## src/rtl/irq_pkg.sv

```systemverilog
package irq_pkg;
  typedef enum logic [1:0] {
    WR_MASK = 2'd0,
    WR_IEN  = 2'd1,
    WR_CLR  = 2'd2,
    WR_NOP  = 2'd3
  } wr_sel_e;
endpackage

```

## src/rtl/irq_pend_reg.sv

```systemverilog
module irq_pend_reg #(
  parameter int N_SRC = 4
) (
  input  logic             clk_i,
  input  logic             rst_ni,
  input  logic [N_SRC-1:0] req_i,
  input  logic [N_SRC-1:0] clr_i,
  output logic [N_SRC-1:0] pend_o
);
  logic [N_SRC-1:0] pend_q;

  // a held request wins over a software clear
  always_ff @(posedge clk_i or negedge rst_ni) begin
    if (!rst_ni) pend_q <= '0;
    else         pend_q <= (pend_q & ~clr_i) | req_i;
  end

  assign pend_o = pend_q;
endmodule

```

## src/rtl/irq_prio_enc.sv

```systemverilog
module irq_prio_enc #(
  parameter int N_SRC  = 4,
  parameter int CODE_W = (N_SRC > 1) ? $clog2(N_SRC) : 1
) (
  input  logic [N_SRC-1:0]  vld_i,
  output logic              any_o,
  output logic [CODE_W-1:0] code_o
);
  logic [N_SRC:0]   blk;
  logic [N_SRC-1:0] win;

  assign blk[0] = 1'b0;
  for (genvar g = 0; g < N_SRC; g++) begin : g_chain
    assign win[g]   = vld_i[g] & ~blk[g];
    assign blk[g+1] = blk[g] | vld_i[g];
  end

  assign any_o = blk[N_SRC];

  always_comb begin
    code_o = '0;
    for (int i = 0; i < N_SRC; i++) begin
      if (win[i]) code_o = code_o | CODE_W'(i);
    end
  end
endmodule

```

## src/rtl/irq_ctrl_regs.sv

```systemverilog
module irq_ctrl_regs #(
  parameter int N_SRC = 4
) (
  input  logic             clk_i,
  input  logic             rst_ni,
  input  logic             mask_we_i,
  input  logic             ien_we_i,
  input  logic [N_SRC-1:0] wdata_i,
  input  logic             ack_i,
  input  logic             any_i,
  output logic [N_SRC-1:0] mask_o,
  output logic             ien_o,
  output logic             ist_o
);
  logic [N_SRC-1:0] mask_q;
  logic             ien_q, ist_q;

  always_ff @(posedge clk_i or negedge rst_ni) begin
    if (!rst_ni) begin
      mask_q <= '0;
      ien_q  <= 1'b0;
      ist_q  <= 1'b0;
    end else begin
      ist_q <= any_i;
      if (mask_we_i) mask_q <= wdata_i;
      if (ack_i)         ien_q <= 1'b0;
      else if (ien_we_i) ien_q <= wdata_i[0];
    end
  end

  assign mask_o = mask_q;
  assign ien_o  = ien_q;
  assign ist_o  = ist_q;
endmodule

```

## src/rtl/prio_irq_ctrl.sv

```systemverilog
module prio_irq_ctrl
  import irq_pkg::*;
#(
  parameter int N_SRC  = 4,
  parameter int DATA_W = 8
) (
  input  logic              clk_i,
  input  logic              rst_ni,
  input  logic [N_SRC-1:0]  req_i,
  input  logic              wr_en_i,
  input  logic [1:0]        wr_sel_i,
  input  logic [N_SRC-1:0]  wr_data_i,
  input  logic              ack_i,
  output logic              irq_o,
  output logic [DATA_W-1:0] vec_o,
  output logic              vec_oe_o
);
  localparam int CODE_W = (N_SRC > 1) ? $clog2(N_SRC) : 1;

  wr_sel_e          sel;
  logic             mask_we, ien_we;
  logic [N_SRC-1:0] clr, pend_q, mask_q, masked;
  logic             any, ien_q, ist_q;
  logic [CODE_W-1:0] code;

  assign sel     = wr_sel_e'(wr_sel_i);
  assign mask_we = wr_en_i && (sel == WR_MASK);
  assign ien_we  = wr_en_i && (sel == WR_IEN);
  assign clr     = (wr_en_i && (sel == WR_CLR)) ? wr_data_i : '0;

  irq_pend_reg #(.N_SRC(N_SRC)) u_pend (
    .clk_i (clk_i),
    .rst_ni(rst_ni),
    .req_i (req_i),
    .clr_i (clr),
    .pend_o(pend_q)
  );

  assign masked = pend_q & mask_q;

  irq_prio_enc #(.N_SRC(N_SRC), .CODE_W(CODE_W)) u_enc (
    .vld_i (masked),
    .any_o (any),
    .code_o(code)
  );

  irq_ctrl_regs #(.N_SRC(N_SRC)) u_regs (
    .clk_i    (clk_i),
    .rst_ni   (rst_ni),
    .mask_we_i(mask_we),
    .ien_we_i (ien_we),
    .wdata_i  (wr_data_i),
    .ack_i    (ack_i),
    .any_i    (any),
    .mask_o   (mask_q),
    .ien_o    (ien_q),
    .ist_o    (ist_q)
  );

  assign irq_o    = ist_q & ien_q;
  assign vec_oe_o = ack_i;
  assign vec_o    = ack_i ? {{(DATA_W-CODE_W){1'b0}}, code} : '0;
endmodule

```

## config.mk

```make
export PLATFORM = sky130hd
export DESIGN_NAME = prio_irq_ctrl
export DESIGN_NICKNAME = d
export VERILOG_FILES = /design/src/rtl/irq_pkg.sv /design/src/rtl/irq_pend_reg.sv /design/src/rtl/irq_prio_enc.sv /design/src/rtl/irq_ctrl_regs.sv /design/src/rtl/prio_irq_ctrl.sv
export SDC_FILE = /design/constraint.sdc
export NUM_CORES = 1
export LEC_CHECK = 0
export BUFFER_PORTS_ARGS = -buffer_cell sky130_fd_sc_hd__buf_2
export CORE_UTILIZATION = 35
export CTS_BUF_LIST = sky130_fd_sc_hd__clkbuf_4 sky130_fd_sc_hd__clkbuf_8
export DETAILED_ROUTE_END_ITERATION = 8
export PLACE_DENSITY = 0.64
export SYNTH_ARGS = -nofsm -noshare
export SYNTH_HDL_FRONTEND = slang
export SYNTH_SLANG_ARGS = --single-unit
```

## constraint.sdc

```tcl
create_clock -name clk_i -period 0.9 [get_ports clk_i]
set_input_delay 0.045 -clock clk_i [delete_from_list [all_inputs] [get_ports clk_i]]
set_output_delay 0.045 -clock clk_i [all_outputs]
set_load 0.05 [all_outputs]
```

### Word level (Yosys, flattened, before mapping)

Index checks and enable logic that the tools add are counted.
W data, S select, Z words.

* eq/ne operators: 2
* mux-type cells: 7
* bitwise operators: 14
* reductions and logical operators: 5

Operator list (count)
* $and A4 B4 Y4: 2
* $mux W2: 3
* $and A1 B1 Y1: 4
* $mux W4: 1
* $not A4 Y4: 1
* $or A4 B4 Y4: 1
* $logic_and A1 B1 Y1: 3
* $mux W1: 3
* $not A1 Y1: 3
* $or A1 B1 Y1: 3
* $eq A2 B1 Y1 const B: 1
* $eq A2 B2 Y1 const B: 1
* $logic_not A2 Y1: 1
* $reduce_bool A2 Y1: 1

* flip-flop bits (word level): 10
* bits of input ports: 14
* output and inout port bits: 10
* word-level logic and storage cells: 32

### Longest topological paths before layout

Gate-level depths: netlist (run 1).

* depth in word-level cells: 7
* mapped depth: 3
* depth with buffers taken out: 3

### Hierarchy

Synthesis (run 1) repeated with hierarchy kept, for this count alone.

* cell total of the unflattened synthesis: 52
* area total of the unflattened synthesis: 546.8 um^2

Modules (own cells, without submodules)
* irq_ctrl_regs: instances 1, cells an instance 12, area each 209.0 um^2, seq. area each 150.1 um^2
* prio_irq_ctrl: instances 1, cells an instance 21, area each 157.7 um^2, seq. area each 0.0 um^2
* irq_pend_reg: instances 1, cells an instance 12, area each 145.1 um^2, seq. area each 100.1 um^2
* irq_prio_enc: instances 1, cells an instance 7, area each 35.0 um^2, seq. area each 0.0 um^2

### Least setup slack after synthesis (run 1)

Ideal clock, no wire load.

* path kind: flip-flop to output port
* start: reg u_regs.mask_q[0] (netlist: u_regs.mask_o[0])
* end: out vec_o[1]
* arrival: 1642 ps
* setup slack: -787 ps
* cell stages (with the launch flop): 4
* buffers on the path: 0
* cells stage by stage: dfrtp_1 > nand2_1 > nand2_1 > nor3b_1

* cells in the longest elaborated chain, start to end: 7
* elaborated cells between the ends (all ways): 10
* those cells by class: 3 x mux; 7 x bitwise

RTL lines
* start: declaration: RTL line irq_ctrl_regs.sv:15 `logic [N_SRC-1:0] mask_q;`
* start signal: assignment: RTL line irq_ctrl_regs.sv:25 `if (mask_we_i) mask_q <= wdata_i;`
* $and A4 B4 Y4 (*): RTL line prio_irq_ctrl.sv:39 `assign masked = pend_q & mask_q;`
* $or A1 B1 Y1 (*): RTL line irq_prio_enc.sv:15 `assign blk[g+1] = blk[g] | vld_i[g];`
* $not A1 Y1 / $or A1 B1 Y1 (equally long branches): RTL line irq_prio_enc.sv:14, irq_prio_enc.sv:15
* $and A1 B1 Y1 / $not A1 Y1 (equally long branches): RTL line irq_prio_enc.sv:14 `assign win[g] = vld_i[g] & ~blk[g];`
* $mux W2 / $and A1 B1 Y1 (equally long branches): RTL line irq_prio_enc.sv:23, irq_prio_enc.sv:14
* $mux W2 (*): RTL line irq_prio_enc.sv:23 `if (win[i]) code_o = code_o | CODE_W'(i);`
* $mux W2 (*): RTL line prio_irq_ctrl.sv:62 `assign vec_o = ack_i ? {{(DATA_W-CODE_W){1'b0}}, code} : '0;`
* end: declaration: RTL line prio_irq_ctrl.sv:15 `output logic [DATA_W-1:0] vec_o,`

Every way passes the cells marked *; elsewhere a longest branch is shown, timed or not.

### Final worst setup path (run 1)

* start: reg u_pend.pend_q[0] (netlist: u_pend.pend_o[0])
* end: out vec_o[1]

* cells in the longest elaborated chain, start to end: 7
* elaborated cells between the ends (all ways): 10
* those cells by class: 3 x mux; 7 x bitwise

RTL lines
* start: declaration: RTL line irq_pend_reg.sv:10 `logic [N_SRC-1:0] pend_q;`
* start signal: assignment: RTL line irq_pend_reg.sv:15 `else pend_q <= (pend_q & ~clr_i) | req_i;`
* $and A4 B4 Y4 (*): RTL line prio_irq_ctrl.sv:39
* $or A1 B1 Y1 (*): RTL line irq_prio_enc.sv:15
* $not A1 Y1 / $or A1 B1 Y1 (equally long branches): RTL line irq_prio_enc.sv:14, irq_prio_enc.sv:15
* $and A1 B1 Y1 / $not A1 Y1 (equally long branches): RTL line irq_prio_enc.sv:14
* $mux W2 / $and A1 B1 Y1 (equally long branches): RTL line irq_prio_enc.sv:23, irq_prio_enc.sv:14
* $mux W2 (*): RTL line irq_prio_enc.sv:23
* $mux W2 (*): RTL line prio_irq_ctrl.sv:62

Marks and branches as above.

==> results of run 1 <==
timing repair:
action	4_1_cts	5_1_grt
setup endpoints to repair	4	6
setup buffers	3	0
hold buffers	6	0
hold endpoints to repair	15	0
pin swaps	3	6
resized for setup	11	2
final cells by class:
cell class / count / area, um2
multi-input cells: 33 / 262
flip-flops and latches: 10 / 250
fillers: 109 / 519
well taps: 15 / 18.8
repair buffers: 31 / 231
clock buffers: 4 / 36.3
where the power goes:
| group | internal [mW] | leakage (nW) | switching (mW) |
|---|---|---|---|
| combinational | 0.204 | 0.248 | 0.236 |
| sequential | 0.498 | 0.107 | 0.0325 |
| clock | 0.245 | 0.0210 | 0.145 |
layout by cell type, fill, tap and decap left out, drive strengths merged:
cell,n
a21o,4
a21oi,1
a22oi,1
and2,1
and3b,1
buf,25
clkbuf,4
conb,6
dfrtp,10
dlygate4sd3,6
mux2,4
mux2i,1
nand2,8
nand3,2
nand3b,1
nor2,1
nor3b,2
kinds of logic after synthesis:
group	synth area share [%]
other	0.753
buffers and inverters	10.6
and+or+nand+nor	18.8
muxes	11.1
AOI/OAI and AO/OA	8.54
DFF	50.3
registers in the layout, indices dropped and copies added (netlist names):
register,cells
u_pend.pend_o,4
u_regs.ist_o,1
u_regs.mask_o,4
u_regs.ien_o,1
path summary, 6_finish.rpt:
kind                                         startpoint                            to  slack, ns  depth (start not counted)
max                          u_pend.pend_o[0]$_DFF_PN0_                      vec_o[1]      -0.32                          4
min                                        wr_data_i[3]  u_regs.mask_o[3]$_DFFE_PN0P_       0.03                          2
max reg2reg                u_regs.mask_o[3]$_DFFE_PN0P_        u_regs.ist_o$_DFF_PN0_      -0.01                          2
min reg2reg                u_regs.mask_o[1]$_DFFE_PN0P_  u_regs.mask_o[1]$_DFFE_PN0P_       0.53                          1
max in group asynchronous                        rst_ni  u_regs.mask_o[1]$_DFFE_PN0P_       0.55                          2
min in group asynchronous                        rst_ni    u_pend.pend_o[0]$_DFF_PN0_       0.17                          2
cells in the mapped netlist:
library cell / number
dfrtp_1: 10
nand2_1: 8
buf_4: 7
a21o_1: 4
mux2_2: 4
nand3_1: 2
a21oi_1: 1
a22oi_1: 1
and2_1: 1
and3b_2: 1
conb_1: 1
mux2i_1: 1
nand3b_1: 1
nor2_1: 1
nor3b_1: 1
nor3b_4: 1
metal layers:
metal / vias up / share of wire (%) / wire (um)
met5: - / 0 / 0
met4: 0 / 0.67 / 6
met3: 2 / 3.6 / 32
met2: 14 / 52 / 461
met1: 190 / 44 / 392
li1: 206 / - / -
==> flow_summary.toml, run 1 <==
[run_status]
outcome = "finished, violations left"
violations = "negative setup slack"

[floorplan]
die_x_um = 39.7
core-area_um2 = 1320
initial_utilization_pct = 37.8
rows = 13
ios = 24
die_area_um2 = 1580
die_y_um = 39.7

[yosys]
yosysSeqAreaShare_pct = 50.3
netlist_instances = 45
synthTopCellsByArea = "dfrtp_1 50%, buf_4 11%, mux2_2 9.0%"
synth_area_leader_cell = "dfrtp_1"
yosysUniqueCellTypes = 16
avgSynthCellArea_um2 = 11.1
ys_seq_elements = 10
netlist.area_leader.share_pct = 50.3
ys_warn_count = 0
syn_area_um2 = 498

[worst_setup_path]
crit_type = "reg -> out"
cp_slowest_stage_delay_ns = 0.39
critPathTopFamily = "flip-flops"
crit_arrival_ns = 1.18
cp.required_ns = 0.85
cp-end-kind = "output pin"
slowest_stage = "dfrtp_1"
startpoint_type = "flop"
crit_path_cell_trace = "nand2_2, nand2_4, nor3b_4, buf_6"
path_buf_inv = 1
cp_max_fo = 2

[detailed_routing]
routed_wl_um = 893
antenna_left = 0
route.detailed.drc = 0
wire_per_inst_um = 9.60
firstDrtPassIters = 4
viasPerCell = 4.43
drt-initial-drc-count = 2
via_count = 412

[sta]
whs_ns = 0.0346
rsz0062_at_grt = "true"
setup_slack_ns = -0.322
finalCriticalPeriod_ns = 1.22
final-setup-viol-count = 4
clock_skew_ns = 0.00177
min_period_over_period_pct = 136
final.setup.tns_ns = -0.661
finalHoldViolCount = 0
max_freq_mhz = 818
slew_viol_final = 0

[grt]
grt-busiest-layer = "met2"
antenna_found_initial = 0
grtUsageTotal_pct = 16.2
grt_use_met3_pct = 6.82
grt_pass1_wl_mm = 1.58
gr-total-overflow = 0
gr-usage-met1_pct = 16.1
grt_pass1_vias = 376
grt_max_degree = 11
grt_use_met2_pct = 28.3

[flow_run]
cap_viol_max_count = 0

[pwr]
ir_worst_vdd_v = 0.000777
total_power_mw = 1.36
power.density_nw_per_um2 = 1700
leakage_nw = 0.376

[place]
dp_cells = 82
port_buffers = 17
placed_area_um2 = 651
dp_hpwl_um = 693
place_ws_ns = -0.154
gp_congestion = 0.668

[layout]
instances_no_fill = 93
drive_gt1_share_pct = 55.1
synthToLayoutAreaGrowth_pct = 60.3
fin_nets = 93
design_area_um2 = 798
finish.utilization_pct = 60.6
antenna_cells = 0

[cts]
cts.root.buffer_cell = "clkbuf_4"
clock_sinks = 10
clk_path_buf_depth = 2
cts_made_buffers = 3
path_clk_slew_ns = 0.06
insertion_delay_ns = 0.26
cts_tree = "yes"
cts.htree.levels = 1

[hold_path]
hold_path_class = "in -> reg"
(Power assumes the default switching activity.)
==> inputs of run 2 (changes only) <==
--- a/config.mk
+++ b/config.mk
@@ -6,10 +6,11 @@
 export NUM_CORES = 1
 export LEC_CHECK = 0
 export BUFFER_PORTS_ARGS = -buffer_cell sky130_fd_sc_hd__buf_2
-export CORE_UTILIZATION = 35
+export CORE_AREA = 10 10 47 49
 export CTS_BUF_LIST = sky130_fd_sc_hd__clkbuf_4 sky130_fd_sc_hd__clkbuf_8
 export DETAILED_ROUTE_END_ITERATION = 8
-export PLACE_DENSITY = 0.64
+export DIE_AREA = 0 0 57 59
+export PLACE_DENSITY = 0.68
 export SYNTH_ARGS = -nofsm -noshare
 export SYNTH_HDL_FRONTEND = slang
 export SYNTH_SLANG_ARGS = --single-unit
==> flow_summary.toml, run 2 (synthesis results as in run 1) <==
[worst_setup_path]
r2r_start = "u_regs.mask_o[3]$_DFFE_PN0P_"
reg2reg_to = "u_regs.mask_o[3]$_DFFE_PN0P_"
r2r_cells = 2
crit_path_end = "vec_o[1]"
crit_type = "reg -> out"
cp-startpoint = "u_pend.pend_o[0]$_DFF_PN0_"
startpoint_type = "flop"
cp-end-kind = "output pin"
crit_arrival_ns = 1.18
regToRegSetupSlack_ns = 0.02
cp_max_fo = 2
cp.required_ns = 0.85

[detailed_routing]
via_count = 415
viasPerCell = 4.51
wire_per_inst_um = 12.0
antenna_left = 0
drt-initial-drc-count = 1
routed_wl_mm = 1.11
route.detailed.drc = 0
firstDrtPassIters = 2

[run_status]
outcome = "finished, violations left"
violations = "negative setup slack"

[floorplan]
core-area_um2 = 1400
ios = 24
rows = 14
die_area_um2 = 3360
die_x_um = 57
initial_utilization_pct = 35.5
die_y_um = 59

[layout]
synthToLayoutAreaGrowth_pct = 54.8
design_area_um2 = 771
fillers = 139
antenna_cells = 0
drive_gt1_share_pct = 53.9
final_common_cell = "buf_2"
mostFrequentLayoutCells = "14 x buf_2, 10 x dfrtp_1, 7 x buf_4, 6 x conb_1, 6 x dlygate4sd3_1"
fin_nets = 92

[place]
placed_area_um2 = 644
gp_congestion = 0.707
port_buffers = 17
dp_hpwl_um = 945

[flow_run]
cap_viol_max_count = 0

[pwr]
power.density_nw_per_um2 = 1600
leakage_nw = 0.362
comb_power_share_pct = 33.6
p_clk_share_pct = 23.7
switchingPower_mw = 0.402
swShare_pct = 32.5
p_int_mw = 0.834
pwr-share-seq_pct = 42.7
ir_worst_vdd_v = 0.00105

[grt]
grt_pass1_wl_mm = 2.02
grtUsageTotal_pct = 7.39
antenna_found_initial = 0
gr-total-overflow = 0
grt_max_degree = 11
grt_pass1_vias = 457

[sta]
max_freq_mhz = 814
setup_slack_ns = -0.328
finalCriticalPeriod_ns = 1.23
final-setup-viol-count = 3
slew_viol_final = 0
min_period_over_period_pct = 136
whs_ns = 0.0367
clock_skew_ns = 0.00133
finalHoldViolCount = 0
rsz0062_at_grt = "true"

[cts]
clk_path_buf_depth = 2
insertion_delay_ns = 0.25
cts_tree = "yes"
cts.root.buffer_cell = "clkbuf_4"
cts.htree.levels = 1
cts_made_buffers = 3
path_clk_slew_ns = 0.06
clock_sinks = 10

[hold_path]
hold_path_class = "in -> reg"
[run 2: cell types whose count changed in the layout (fill, tap and decap cells not counted), sizes merged]
cell,before,now
buf,25,24
clkbuf,4,3
[run 2: power by group through the flow]
stage / clock (mW) / sequential, mW / combinational (mW)
after detailed placement: 0 / 0.530 / 0.365
after floorplan: 0 / 0.527 / 0.275
after global placement: 0 / 0.527 / 0.359
after global routing: 0.337 / 0.535 / 0.451
final: 0.293 / 0.528 / 0.415
after CTS: 0.306 / 0.525 / 0.412
[run 2: per-layer routing]
layer | GRT usage (%) | routed length [um] | vias up
met4 | 4.03 | 11 | 0
met2 | 12.2 | 598 | 9
met5 | 0 | 0 | -
met1 | 7.35 | 415 | 200
li1 | - | - | 204
met3 | 3.86 | 82 | 2
[run 2: critical path: stages (launching register included)]
cell	delay, ns
dfrtp_1	0.39
nand2_2	0.10
nand2_4	0.07
nor3b_4	0.19
buf_6	0.18
[run 2: what timing repair did]
item | 4_1_cts | 5_1_grt
pin swaps | 2 | 2
gates resized for setup | 8 | 3
endpoints found under the hold margin | 15 | 0
hold buffers | 6 | 0
setup endpoints to repair | 4 | 5
buffers inserted | 1 | 0
[run 2: through the flow]
step / TNS (ns) / util (%) / power [mW] / std cells / setup WS [ns]
2_1_floorplan: -0.187 / - / 0.802 / 50 / -0.164
6_report: -0.639 / 55.0 / 1.24 / 92 / -0.328
5_1_grt: -0.959 / 55.0 / 1.32 / 92 / -0.401
3_5_place_dp: -0.527 / 46.0 / 0.895 / 82 / -0.151
4_1_cts: -0.673 / 54.3 / 1.24 / 92 / -0.341
3_3_place_gp: -0.435 / 46.0 / 0.887 / 82 / -0.132
[run 2: worst min-delay path by stage]
stage / from / end / slack (ns) / depth (start not counted)
2_1_floorplan: rst_ni / u_pend.pend_o[0]$_DFF_PN0_ / -0.25 / 0
3_3_place_gp: rst_ni / u_pend.pend_o[3]$_DFF_PN0_ / -0.09 / 1
3_5_place_dp: rst_ni / u_pend.pend_o[3]$_DFF_PN0_ / -0.08 / 1
4_1_cts: wr_data_i[3] / u_regs.mask_o[3]$_DFFE_PN0P_ / 0.04 / 2
5_1_grt: wr_data_i[2] / u_regs.mask_o[2]$_DFFE_PN0P_ / 0.03 / 2
6_report: wr_data_i[3] / u_regs.mask_o[3]$_DFFE_PN0P_ / 0.04 / 2
[run 2: area by class of cell]
cell class                 instances  area [um2]  area share, %
multi-input combinational         33         262           33.9
sequential                        10         250           32.5
timing repair buffer              30         216           28.1
clock buffer                       3        22.5           2.92
tap                               16        20.0           2.60
==> inputs of run 3 (changes only) <==
--- a/config.mk
+++ b/config.mk
@@ -10,7 +10,8 @@
 export CTS_BUF_LIST = sky130_fd_sc_hd__clkbuf_4 sky130_fd_sc_hd__clkbuf_8
 export DETAILED_ROUTE_END_ITERATION = 8
 export DIE_AREA = 0 0 57 59
-export PLACE_DENSITY = 0.68
+export PLACE_DENSITY = 0.72
 export SYNTH_ARGS = -nofsm -noshare
 export SYNTH_HDL_FRONTEND = slang
+export SYNTH_HIERARCHICAL = 1
 export SYNTH_SLANG_ARGS = --single-unit
==> flow_summary.toml, run 3 <==
[run_status]
outcome = "finished, violations left"
violations = "negative hold slack, negative setup slack"

[cts]
clk_path_buf_depth = 2
insertion_delay_ns = 0.25
cts_made_buffers = 3
cts.root.buffer_cell = "clkbuf_4"
hold_buffers = 5
clock_sinks = 10
path_clk_slew_ns = 0.06
cts_tree = "yes"
cts.htree.levels = 1

[worst_setup_path]
cp-end-kind = "output pin"
r2r_cells = 7
reg2reg_to = "u_regs/ist_o$_DFF_PN0_"
regToRegSetupSlack_ns = -0.30
crit_type = "reg -> out"
startpoint_type = "flop"
r2r_start = "u_regs/mask_o[2]$_DFFE_PN0P_"
cp_max_fo = 2
crit_arrival_ns = 1.33
cp.required_ns = 0.85

[yosys]
synthFlopType = "dfrtp_1"
netlist.area_leader.share_pct = 45.8
synth_top_family_by_area = "simple AND/OR/NAND/NOR gates"
synth_most_common_cell = "dfrtp_1"
synth.cells.most_frequent = "10 x dfrtp_1, 7 x and2_1, 7 x buf_4"
synth_mux_area_share_pct = 10.1
synthTopCellsByArea = "dfrtp_1 46%, buf_4 9.6%, mux2_2 8.2%"
synth-xor-area-share_pct = 0
synth-edff-count = 0
ys_seq_elements = 10
yosysUniqueCellTypes = 16
synth_area_leader_cell = "dfrtp_1"
avgSynthCellArea_um2 = 10.5
yosys.area_share.simple_pct = 23.3
yosysSeqAreaShare_pct = 45.8
synth-async-reset-ratio_pct = 100
syn_area_um2 = 547
netlist_instances = 52
ys_warn_count = 6
synth_fa_ha_area_share_pct = 0
synth_compound_area_share_pct = 7.09

[pwr]
power.density_nw_per_um2 = 1680
leakage_nw = 0.422
ir_worst_vdd_v = 0.000996
total_power_mw = 1.44

[sta]
clock_skew_ns = 0.000599
whs_ns = -0.0168
finalHoldViolCount = 1
setup_slack_ns = -0.476
min_period_over_period_pct = 153
slew_viol_final = 0
final-setup-viol-count = 4
max_freq_mhz = 727
rsz0062_at_grt = "true"
finalCriticalPeriod_ns = 1.38

[hold_path]
hp-start = "ack_i"
hold_end = "u_regs/ien_o$_DFFE_PN0P_"
hold_path_class = "in -> reg"
worstHoldPathCells = 2

[detailed_routing]
routed_wl_mm = 1.19
drt-initial-drc-count = 1
via_count = 449
antenna_left = 0
wire_per_inst_um = 11.5
firstDrtPassIters = 2
viasPerCell = 4.32
route.detailed.drc = 0

[grt]
gr-total-overflow = 0
grtUsageTotal_pct = 7.79
grt_pass1_vias = 514
grt_pass1_wl_mm = 2.08
antenna_found_initial = 0
grt_max_degree = 11

[floorplan]
ios = 24
die_area_um2 = 3360
die_x_um = 57
die_y_um = 59
initial_utilization_pct = 39.0
rows = 14
core-area_um2 = 1400

[layout]
antenna_cells = 0
final_common_cell = "buf_2"
mostFrequentLayoutCells = "14 x buf_2, 12 x buf_4, 10 x dfrtp_1, 7 x and2_4, 6 x conb_1"
fin_nets = 103
fillers = 132
finish.utilization_pct = 61.3
synthToLayoutAreaGrowth_pct = 57.0
drive_gt1_share_pct = 56.8

[place]
port_buffers = 17
gp_congestion = 0.698

[flow_run]
cap_viol_max_count = 0
run 3: critical path: stages, from the launching register on:
cell and delay [ns]:
dfrtp_1 0.37, and2_4 0.16, nand2b_4 0.13, a21oi_2 0.12, and2_4 0.15, buf_8 0.13
run 3: power breakdown:
group / leakage, nW / switching [mW] / internal (mW)
clock: 0.0210 / 0.144 / 0.245
combinational: 0.294 / 0.250 / 0.279
sequential: 0.107 / 0.0226 / 0.497
run 3: metrics by stage:
step | worst slack, ns | cells | cell area (um2) | setup TNS, ns | hold WS (ns)
floorplan | -0.105 | 57 | 583 | -0.188 | -0.251
global placement | -0.286 | 89 | 681 | -0.612 | -0.0881
detailed placement | -0.300 | 89 | 681 | -0.699 | -0.0865
CTS | -0.469 | 104 | 858 | -1.25 | -0.0254
global route | -0.545 | 104 | 858 | -1.49 | -0.0298
finish | -0.476 | 104 | 858 | -1.25 | -0.0168
run 3: timing repair:
item | 4_1_cts | 5_1_grt
gates resized for setup | 15 | 0
setup buffers | 6 | 0
endpoints found under the setup margin | 4 | 5
endpoints found under the hold margin | 15 | 1
pin swaps | 1 | 0
run 3: cell families (layout without fill, tap and decap cells):
group / count (synthesis) / count (layout)
simple gates: 19 / 19
buf+inv: 12 / 43
flops: 10 / 10
compound gates: 5 / 5
mux: 5 / 5
other cells: 1 / 6
run 3: layout make-up:
| type | instances | area (um2) | area share, % |
|---|---|---|---|
| clock buffer | 4 | 36.3 | 4.23 |
| inverter | 5 | 18.8 | 2.19 |
| multi-input combinational | 35 | 282 | 32.8 |
| sequential | 10 | 250 | 29.2 |
| tap | 16 | 20.0 | 2.33 |
| timing repair buffer | 34 | 251 | 29.3 |
run 3: how the worst max path moves through the flow:
stage | startpoint | to | slack (ns) | depth (start not counted)
3_5_place_dp | u_regs/mask_o[2]$_DFFE_PN0P_ | vec_o[0] | -0.30 | 5
5_1_grt | u_regs/mask_o[2]$_DFFE_PN0P_ | vec_o[0] | -0.54 | 5
2_1_floorplan | u_regs/mask_o[2]$_DFFE_PN0P_ | vec_o[0] | -0.10 | 4
6_report | u_regs/mask_o[2]$_DFFE_PN0P_ | vec_o[0] | -0.48 | 5
4_1_cts | u_regs/mask_o[2]$_DFFE_PN0P_ | vec_o[0] | -0.47 | 5
3_3_place_gp | u_regs/mask_o[2]$_DFFE_PN0P_ | vec_o[0] | -0.29 | 5
run 3: layer usage:
layer | part of all wire (%) | vias to the layer above | GRT usage, %
met4 | 1.0 | 0 | 5.70
met2 | 49 | 16 | 13.0
met3 | 11 | 2 | 4.29
li1 | - | 232 | -
met1 | 39 | 199 | 7.00
met5 | 0 | - | 0
